[config.mk]
export PLATFORM = sky130hd
export DESIGN_NAME = fpb_page_prog
export DESIGN_NICKNAME = d
export VERILOG_FILES = /design/src/rtl/fpb_pkg.sv /design/src/rtl/fpb_seq.sv /design/src/rtl/fpb_lock.sv /design/src/rtl/fpb_array.sv /design/src/rtl/fpb_page_prog.sv
export SDC_FILE = /design/constraint.sdc
export NUM_CORES = 2
export LEC_CHECK = 0
export CAP_MARGIN = 20
export CORE_ASPECT_RATIO = 0.75
export CORE_UTILIZATION = 35
export DETAILED_ROUTE_END_ITERATION = 10
export DONT_BUFFER_PORTS = 1
export SLEW_MARGIN = 0
export SYNTH_ARGS = -nofsm -noshare
export SYNTH_HDL_FRONTEND = slang
export SYNTH_SLANG_ARGS = --single-unit
[constraint.sdc]
create_clock -name clk -period 2.1 [get_ports clk]
set_input_delay 0.21 -clock clk [delete_from_list [all_inputs] [get_ports clk]]
set_output_delay 0.21 -clock clk [all_outputs]
set_load 0.01 [all_outputs]
[src/rtl/fpb_pkg.sv]
package fpb_pkg;
    localparam int PAGE_WORDS = 4;
    localparam int SEL_W      = 2;
    localparam int SEL_LSB    = 2;
    localparam int PAGE_LSB   = SEL_LSB + SEL_W;

    typedef logic [PAGE_WORDS-1:0] word_mask_t;

    function automatic word_mask_t sel_onehot(input logic [SEL_W-1:0] sel);
        sel_onehot = word_mask_t'(1) << sel;
    endfunction
endpackage

[src/rtl/fpb_seq.sv]
module fpb_seq #(
    parameter int PROG_CYCLES = 6
) (
    input  logic clk,
    input  logic rst_n,
    input  logic launch,
    output logic busy,
    output logic commit,
    output logic done
);
    localparam int CNT_W = (PROG_CYCLES > 1) ? $clog2(PROG_CYCLES) : 1;

    typedef struct packed {
        logic             busy;
        logic             done;
        logic [CNT_W-1:0] cnt;
    } seq_t;

    seq_t s_d, s_q;

    always_comb begin
        s_d      = s_q;
        s_d.done = 1'b0;
        if (s_q.busy) begin
            if (s_q.cnt == '0) begin
                s_d.busy = 1'b0;
                s_d.done = 1'b1;
            end else begin
                s_d.cnt = s_q.cnt - 1'b1;
            end
        end else if (launch) begin
            s_d.busy = 1'b1;
            s_d.cnt  = CNT_W'(PROG_CYCLES - 1);
        end
    end

    always_ff @(posedge clk or negedge rst_n) begin
        if (!rst_n) s_q <= '0;
        else        s_q <= s_d;
    end

    assign busy   = s_q.busy;
    assign done   = s_q.done;
    assign commit = s_q.busy && (s_q.cnt == '0);
endmodule

[src/rtl/fpb_lock.sv]
module fpb_lock #(
    parameter int BLOCK_SLOTS    = 4,
    parameter int BLOCKS_PRESENT = 3,
    parameter int PAGE_BITS      = 1,
    parameter int PG_W           = 3
) (
    input  logic [PG_W-1:0]        page_key,
    input  logic [BLOCK_SLOTS-1:0] sw_lock,
    input  logic                   hw_en_a,
    input  logic                   hw_en_b,
    output logic                   allow
);
    logic [BLOCK_SLOTS-1:0]    present;
    logic [BLOCK_SLOTS-1:0]    writable;
    logic [PG_W-PAGE_BITS-1:0] blk;

    for (genvar g = 0; g < BLOCK_SLOTS; g++) begin : g_slot
        assign present[g] = (g < BLOCKS_PRESENT);
    end

    assign writable = present & ~sw_lock;
    assign blk      = page_key[PG_W-1:PAGE_BITS];
    assign allow    = hw_en_a && hw_en_b && writable[blk];
endmodule

[src/rtl/fpb_array.sv]
module fpb_array
    import fpb_pkg::*;
#(
    parameter int WORD_W      = 32,
    parameter int PG_W        = 3,
    parameter int IDX_W       = PG_W + SEL_W,
    parameter int ARRAY_WORDS = 1 << IDX_W
) (
    input  logic                                  clk,
    input  logic                                  rst_n,
    input  logic                                  commit,
    input  logic                                  allow,
    input  logic [PG_W-1:0]                       page_key,
    input  word_mask_t                            mask,
    input  logic [PAGE_WORDS-1:0][WORD_W-1:0]     wbuf,
    input  logic [IDX_W-1:0]                      rd_idx,
    output logic [WORD_W-1:0]                     rd_data
);
    logic [WORD_W-1:0] mem_d [ARRAY_WORDS];
    logic [WORD_W-1:0] mem_q [ARRAY_WORDS];

    always_comb begin
        mem_d = mem_q;
        if (commit && allow) begin
            for (int w = 0; w < PAGE_WORDS; w++) begin
                if (mask[w]) begin
                    mem_d[IDX_W'({page_key, SEL_W'(w)})] =
                        mem_q[IDX_W'({page_key, SEL_W'(w)})] & wbuf[w];
                end
            end
        end
    end

    always_ff @(posedge clk or negedge rst_n) begin
        if (!rst_n) begin
            for (int i = 0; i < ARRAY_WORDS; i++) mem_q[i] <= '1;
        end else begin
            mem_q <= mem_d;
        end
    end

    assign rd_data = mem_q[rd_idx];
endmodule

[src/rtl/fpb_page_prog.sv]
module fpb_page_prog
    import fpb_pkg::*;
#(
    parameter int WORD_W          = 32,
    parameter int BLOCK_SLOTS     = 4,
    parameter int BLOCKS_PRESENT  = 3,
    parameter int PAGES_PER_BLOCK = 2,
    parameter int PROG_CYCLES     = 6,
    localparam int BLK_BITS  = $clog2(BLOCK_SLOTS),
    localparam int PAGE_BITS = $clog2(PAGES_PER_BLOCK),
    localparam int PG_W      = BLK_BITS + PAGE_BITS,
    localparam int ADDR_W    = PAGE_LSB + PG_W,
    localparam int IDX_W     = PG_W + SEL_W
) (
    input  logic                   clk,
    input  logic                   rst_n,
    input  logic                   wr_en,
    input  logic [ADDR_W-1:0]      wr_addr,
    input  logic [WORD_W-1:0]      wr_data,
    input  logic                   start,
    input  logic [BLOCK_SLOTS-1:0] sw_lock,
    input  logic                   hw_en_a,
    input  logic                   hw_en_b,
    input  logic [IDX_W-1:0]       rd_idx,
    output logic [WORD_W-1:0]      rd_data,
    output logic                   busy,
    output logic                   done
);
    typedef struct packed {
        word_mask_t                           mask;
        logic [PG_W-1:0]                      page;
        logic [PAGE_WORDS-1:0][WORD_W-1:0]    wbuf;
        logic                                 allow;
    } buf_t;

    buf_t b_d, b_q;

    logic [SEL_W-1:0] wr_sel;
    logic [PG_W-1:0]  wr_page;
    logic             same_page;
    logic             wr_take;
    logic [PG_W-1:0]  page_nx;
    word_mask_t       mask_nx;
    logic             launch;
    logic             allow_nx;
    logic             commit;
    word_mask_t       pend_mask;
    logic [1:0]       unused_lsb;

    assign unused_lsb = wr_addr[SEL_LSB-1:0];
    assign wr_sel     = wr_addr[PAGE_LSB-1:SEL_LSB];
    assign wr_page    = wr_addr[ADDR_W-1:PAGE_LSB];
    assign same_page  = (b_q.mask == '0) || (wr_page == b_q.page);
    assign wr_take    = wr_en && !busy && same_page;
    assign page_nx    = wr_take ? wr_page : b_q.page;
    assign mask_nx    = wr_take ? (b_q.mask | sel_onehot(wr_sel)) : b_q.mask;
    assign launch     = start && !busy && (mask_nx != '0);
    assign pend_mask  = b_q.mask;

    fpb_lock #(
        .BLOCK_SLOTS    (BLOCK_SLOTS),
        .BLOCKS_PRESENT (BLOCKS_PRESENT),
        .PAGE_BITS      (PAGE_BITS),
        .PG_W           (PG_W)
    ) u_lock (
        .page_key (page_nx),
        .sw_lock  (sw_lock),
        .hw_en_a  (hw_en_a),
        .hw_en_b  (hw_en_b),
        .allow    (allow_nx)
    );

    fpb_seq #(
        .PROG_CYCLES (PROG_CYCLES)
    ) u_seq (
        .clk    (clk),
        .rst_n  (rst_n),
        .launch (launch),
        .busy   (busy),
        .commit (commit),
        .done   (done)
    );

    always_comb begin
        b_d      = b_q;
        b_d.mask = mask_nx;
        b_d.page = page_nx;
        if (wr_take) b_d.wbuf[wr_sel] = wr_data;
        if (launch)  b_d.allow = allow_nx;
        if (commit)  b_d.mask = '0;
    end

    always_ff @(posedge clk or negedge rst_n) begin
        if (!rst_n) b_q <= '0;
        else        b_q <= b_d;
    end

    fpb_array #(
        .WORD_W (WORD_W),
        .PG_W   (PG_W)
    ) u_array (
        .clk      (clk),
        .rst_n    (rst_n),
        .commit   (commit),
        .allow    (b_q.allow),
        .page_key (b_q.page),
        .mask     (b_q.mask),
        .wbuf     (b_q.wbuf),
        .rd_idx   (rd_idx),
        .rd_data  (rd_data)
    );
endmodule

* Word-level counts from Yosys, hierarchy flattened
Cells that the tools add are included.
** Word-level totals
- Flip-flop bits (word level) :: 1165
- Input bits :: 54
- Output and inout bits :: 34
- Word-level logic and storage cells :: 139
** Operators by class
- Add/sub/neg operators :: 1
- Order comparisons :: 12
- Equal/unequal tests :: 2
- Shifts and indexed selects :: 1
- Muxes and demuxes :: 49
- Bitwise logic cells :: 11
- Reductions and logical operators :: 20
** Operator list (count)
- $mux W1024 :: 7
- $bwmux W1024 :: 4
- $bmux W32 S5 :: 5
- $demux W32 S5 :: 4
- $mux W32 :: 15
- $and A32 B32 Y32 :: 4
- $bwmux W128 :: 1
- $demux W32 S2 :: 1
- $ge A6 B6 Y1 const B :: 5
- $not A5 Y6 :: 5
- $lt A6 B1 Y1 const B :: 4
- $logic_and A1 B1 Y1 :: 13
- $mux W3 :: 4
- $mux W4 :: 2
- $lt A2 B3 Y1 const B :: 2
- $logic_not A4 Y1 :: 1
- $mux W1 :: 4
- $or A4 B4 Y4 :: 1
- $reduce_bool A4 Y1 :: 1
- $shl A1 B2 Y4 const A :: 1
- $eq A3 B3 Y1 :: 1
- $logic_not A3 Y1 :: 1
- $not A3 Y3 :: 1
- $sub A3 B1 Y3 const B :: 1
- other kinds (8) :: 8

* Depth between registers and ports, before layout
- Depth in word-level cells :: 16
- Depth in mapped cells :: 11
- Gate-level depth less buffers :: 6

* By module
From an unflattened synthesis, not the netlist that was laid out.
** Unflattened totals
- Cell total of the unflattened synthesis :: 5328
- Area total of the unflattened synthesis :: 60484.3 um^2
** Modules (own cells, without submodules)
- fpb_array :: instances 1, cells an instance 4998, area each 55052.8 um^2, sequential area each 26905.8 um^2
- fpb_page_prog :: instances 1, cells an instance 305, area each 5136.2 um^2, sequential area each 3403.3 um^2
- fpb_seq :: instances 1, cells an instance 21, area each 251.5 um^2, sequential area each 125.1 um^2
- fpb_lock :: instances 1, cells an instance 4, area each 43.8 um^2, sequential area each 0.0 um^2

* Least setup slack after synthesis
OpenSTA, ideal clock, no wires.
- Path type :: input port to output port
- Start :: in rd_idx[1]
- End :: out rd_data[10]
- Arrival time :: 2.027 ns
- Data required time :: 1.890 ns
- Path slack :: -0.137 ns
- Stages :: 8
- Buffers on the path :: 5
- Cell sequence :: buf_2 > buf_2 > buf_2 > clkbuf_1 > clkbuf_1 > mux4_2 > a22oi_1 > nand4_1
** On the way
- Cells in the longest elaborated chain, start to end :: 4
** RTL lines
- start, declared :: line fpb_page_prog.sv:24 : input logic [IDX_W-1:0] rd_idx,
- $not A5 Y6 (not written as such) :: line fpb_array.sv:42 : assign rd_data = mem_q[rd_idx];
- $bmux W32 S5 :: line fpb_array.sv:42
- $mux W32 (not written as such) (2 in series) :: line fpb_array.sv:42
- end, declared :: line fpb_page_prog.sv:25 : output logic [WORD_W-1:0] rd_data,
No other way between the ends. The select of a mux whose other input is x is not followed.

* Final worst setup path
- Start :: reg u_array.mem_q[12] (netlist name)
- End :: out rd_data[12]
** On the way
- Cells in the longest elaborated chain, start to end :: 3
** RTL lines
- start, declared :: line fpb_array.sv:20 : logic [WORD_W-1:0] mem_q [ARRAY_WORDS];
- start signal, assigned :: line fpb_array.sv:38 : mem_q <= mem_d;
- $bmux W32 S5 :: line fpb_array.sv:42
- $mux W32 (not written as such) (2 in series) :: line fpb_array.sv:42
No other way between the ends. The select of a mux whose other input is x is not followed.

==> flow_summary_export.csv <==
group,metric,value,unit
outcome,run_status,"complete, but fails checks",
outcome,failed_checks,"setup timing",
critical_path,crit_path_max_incr_delay,0.58,ns
final_layout,fin_nets,6083,
place,placed_area,0.0702,sq mm
detailed_routing,firstDrtPassIters,6,
global_route,grt_pass1_vias,50073,
timing,holdWs,0.0455,ns
final_layout,final_cell_area,0.0823,sq mm
final_layout,n_fill_cell,15572,
timing,slew_headroom,0.294,
clock_tree,cts_root_buf,"clkbuf_16",
final_layout,final_util,0.468,
synthesis,synth_area,0.0621,sq mm
final_layout,stdcell_count,8498,
synthesis,ys_seq_area_frac,0.490,
critical_path,cp_cell_sequence,"mux4_2, a22o_1, or4_4, buf_6",
timing,fin_crit_sh,1.31,
critical_path,cp_slowest_cell,"or4_4",
final_layout,syn_to_final_growth,32.6,%
power,p_sw,25.3,mW
synthesis,yosysWarnings,0,
die,die_h,367,microns
global_route,grtUsageTotal,0.294,
power,p_leak,31.5,nW
place,place_congestion,0.944,
detailed_routing,vias_per_cell,6.22,
power,ir_worst_vdd,0.681,mV
place,io_buffer_count,0,
timing,worst_slack,-0.659,ns
power,p_int,49.4,mW
critical_path,worstPathArrival,2.55,ns
critical_path,crit_family,"simple AND/OR/NAND/NOR gates",
timing,slew_viol_final,0,
timing,setup-violations-final,1162,
place,dp.cells,7884,
run,cap_violations,0,
timing,rsz0062_at_grt,"true",
global_route,antenna_found_initial,18,
die,die_w,488,microns
detailed_routing,drc_errors,0,
timing,fin_worst_skew,0.0394,ns
timing,fin_setup_tns,-165.64,ns
clock_tree,cts_sinks,1165,
die,start_util,0.353,
clock_tree,htree_num_levels,3,
detailed_routing,num_vias,52896,
detailed_routing,drtAntennaViolNets,0,
place,dp_slack,-0.280,ns
final_layout,ff_latch_area,0.0304,sq mm
final_layout,multi_input_area,0.0325,sq mm
final_layout,drive_gt1_frac,0.586,
critical_path,crit_path_start_kind,"flop",
power,power,74.6,mW
clock_tree,clk_pin_slew_worst_paths,0.07,ns
detailed_routing,wire_per_inst,32.5,microns
clock_tree,clockBufferDepth,3,
synthesis,synth_edf_count,0,
timing,period_minus_slack,2.76,ns
critical_path,critPathCaptureType,"output port",
die,die-area,0.179,sq mm
timing,hold_viol,0,
synthesis,synth_nets,5419,
synthesis,avgSynthCellArea,11.6,sq um
clock_tree,cts_buffers,113,
clock_tree,clk_latency,0.77,ns
global_route,grt_max_degree,449,
synthesis,synth_seq_cells,1165,
die,core,0.176,sq mm
global_route,grt_overflow_total,0,
die,rows,133,
critical_path,cp_max_fo,3,
critical_path,critPathBufInv,1,
synthesis,async_flop_share,1.00,
critical_path,critPathKind,"flop to output port",
clock_tree,cts_tree,"yes",
detailed_routing,drtIter0Drc,7575,
power,combPwrFrac,0.357,
global_route,grt_pass1_wl,380,mm
place,place_hpwl,167,mm
timing,worst_pin_slew,1.06,ns
detailed_routing,wl,276,mm
synthesis,synthFlopType,"dfstp_2",
power,p_clk_frac,0.303,
synthesis,synthCells,5363,
die,ioPinCount,88,
hold_path,hold_class,"input port to flop",
synthesis,ys_types,71,
power,powerDensity,907,mW/mm^2
timing,fmax,362,MHz
power,power_frac_seq,0.340,
power,switching_share,0.339,
critical_path,cp_data_required_time,1.89,ns
==> state kept, by name, summed over array words and instances (netlist names) <==
signal,cells
u_array.mem_q,1024
u_seq.busy,1
u_seq.s_q,3
u_seq.done,1
b_q,132
pend_mask,4
==> placed cells by master (no fill, tap or decap), drive strengths merged, types with 10 or more instances in the layout <==
cell         instances
dfstp             1024
buf                923
mux2               728
nand2              678
o21ai              617
mux4               220
clkbuf             193
mux2i              181
a21oi              143
dfrtp              141
o22ai              121
nand3              104
nand3b              86
nor2b               80
a22o                77
or3b                70
o31ai               70
a211oi              69
a22oi               65
or3                 56
dlygate4sd3         46
nor2                38
nand4               37
nand2b              34
and3                31
inv                 25
clkinv              24
nor3                24
nor3b               20
o31a                19
o21a                19
a221oi              19
a21boi              17
bufinv              16
and2                13
nand4b              12
o22a                10
==> repair_timing <==
action                                  4_1_cts  5_1_grt
cloned                                       43       27
resized for setup                           565      454
setup buffers                               197       93
endpoints found under the setup margin     1122     1177
hold buffers                                 46        0
pin swaps                                   173      132
endpoints found under the hold margin       380        0
==> cells in the mapped netlist, types with 31 or more instances <==
cell type / number / share of area
a22o_1: 77 / 0.011
and3_1: 31 / 0.0031
or3b_2: 69 / 0.0097
a21oi_1: 143 / 0.012
nand3b_1: 86 / 0.010
nand2b_1: 34 / 0.0034
clkbuf_1: 270 / 0.016
mux4_2: 220 / 0.080
nor2_1: 33 / 0.0020
nor2b_1: 80 / 0.0081
mux2_2: 699 / 0.13
a211oi_1: 68 / 0.0082
dfstp_2: 1024 / 0.43
o31ai_1: 70 / 0.0085
nand3_1: 104 / 0.0084
o21ai_0: 614 / 0.049
nand4_1: 37 / 0.0037
dfrtp_1: 141 / 0.057
a22oi_1: 65 / 0.0079
buf_1: 38 / 0.0023
buf_2: 116 / 0.0093
o22ai_1: 121 / 0.012
or3_1: 56 / 0.0056
mux2i_1: 181 / 0.029
nand2_1: 678 / 0.041
==> worst reg2reg max path, delay by kind of cell, from the launching register on <==
family / cells / cell delay [ns]
DFF: 1 / 0.51
and+or+nand+nor: 1 / 0.47
muxes: 1 / 0.41
buffers and inverters: 2 / 0.37
AOI/OAI and AO/OA: 1 / 0.34
xor gates and xnor gates: 1 / 0.19
==> per-layer routing <==
metal	share of wire	global-route usage	wire length [microns]
met3	0.14	0.104	40100
met1	0.40	0.416	111000
met4	0.048	0.120	13200
met5	0.00077	0.00295	213
met2	0.40	0.404	112000
==> kinds of logic (layout without fill, tap and decap cells) <==
kind of cell,after synthesis,after routing,share of synthesized area
and+or+nand+nor,1300,1300,0.106
AOI/OAI and AO/OA,1289,1289,0.127
DFF,1165,1165,0.490
muxes,1129,1129,0.243
buffers and inverters,475,1240,0.0331
xor gates and xnor gates,3,3,0.000423
adders and majority gates,2,2,0.000403
other,0,8,0
==> path summary, 6_finish.rpt <==
kind,startpoint,end,slack (ns),cells past startpoint
worst min register to register,u_array.mem_q[820],u_array.mem_q[820],0.47,1
worst max-delay path,u_array.mem_q[12],rd_data[12],-0.66,4
max in group asynchronous,rst_n,b_q[60],0.59,3
worst max register to register,b_q[129],b_q[22],-0.30,6
min in group asynchronous,rst_n,u_array.mem_q[926],0.22,2
worst min-delay path,wr_addr[3],pend_mask[3],0.05,4
==> layout make-up <==
cell class	instances	area share
repair buffers	1002	0.150
inverters	22	0.00125
multi-input cells	3723	0.394
clock buffers	168	0.0404
clock inverters	48	0.00862
flip-flops and latches	1165	0.370
diodes	8	0.000243
well taps	2362	0.0359
==> power by group through the flow <==
stage / Clock, mW / Combinational [mW] / Sequential [mW]
final: 22.6 / 26.6 / 25.4
after global routing: 23.6 / 27.0 / 25.5
after CTS: 22.7 / 23.7 / 25.3
after detailed placement: 0 / 19.5 / 25.5
after global placement: 0 / 19.3 / 25.5
after floorplan: 0 / 9.89 / 24.9
Note: power is estimated with default switching activity, not from simulation.
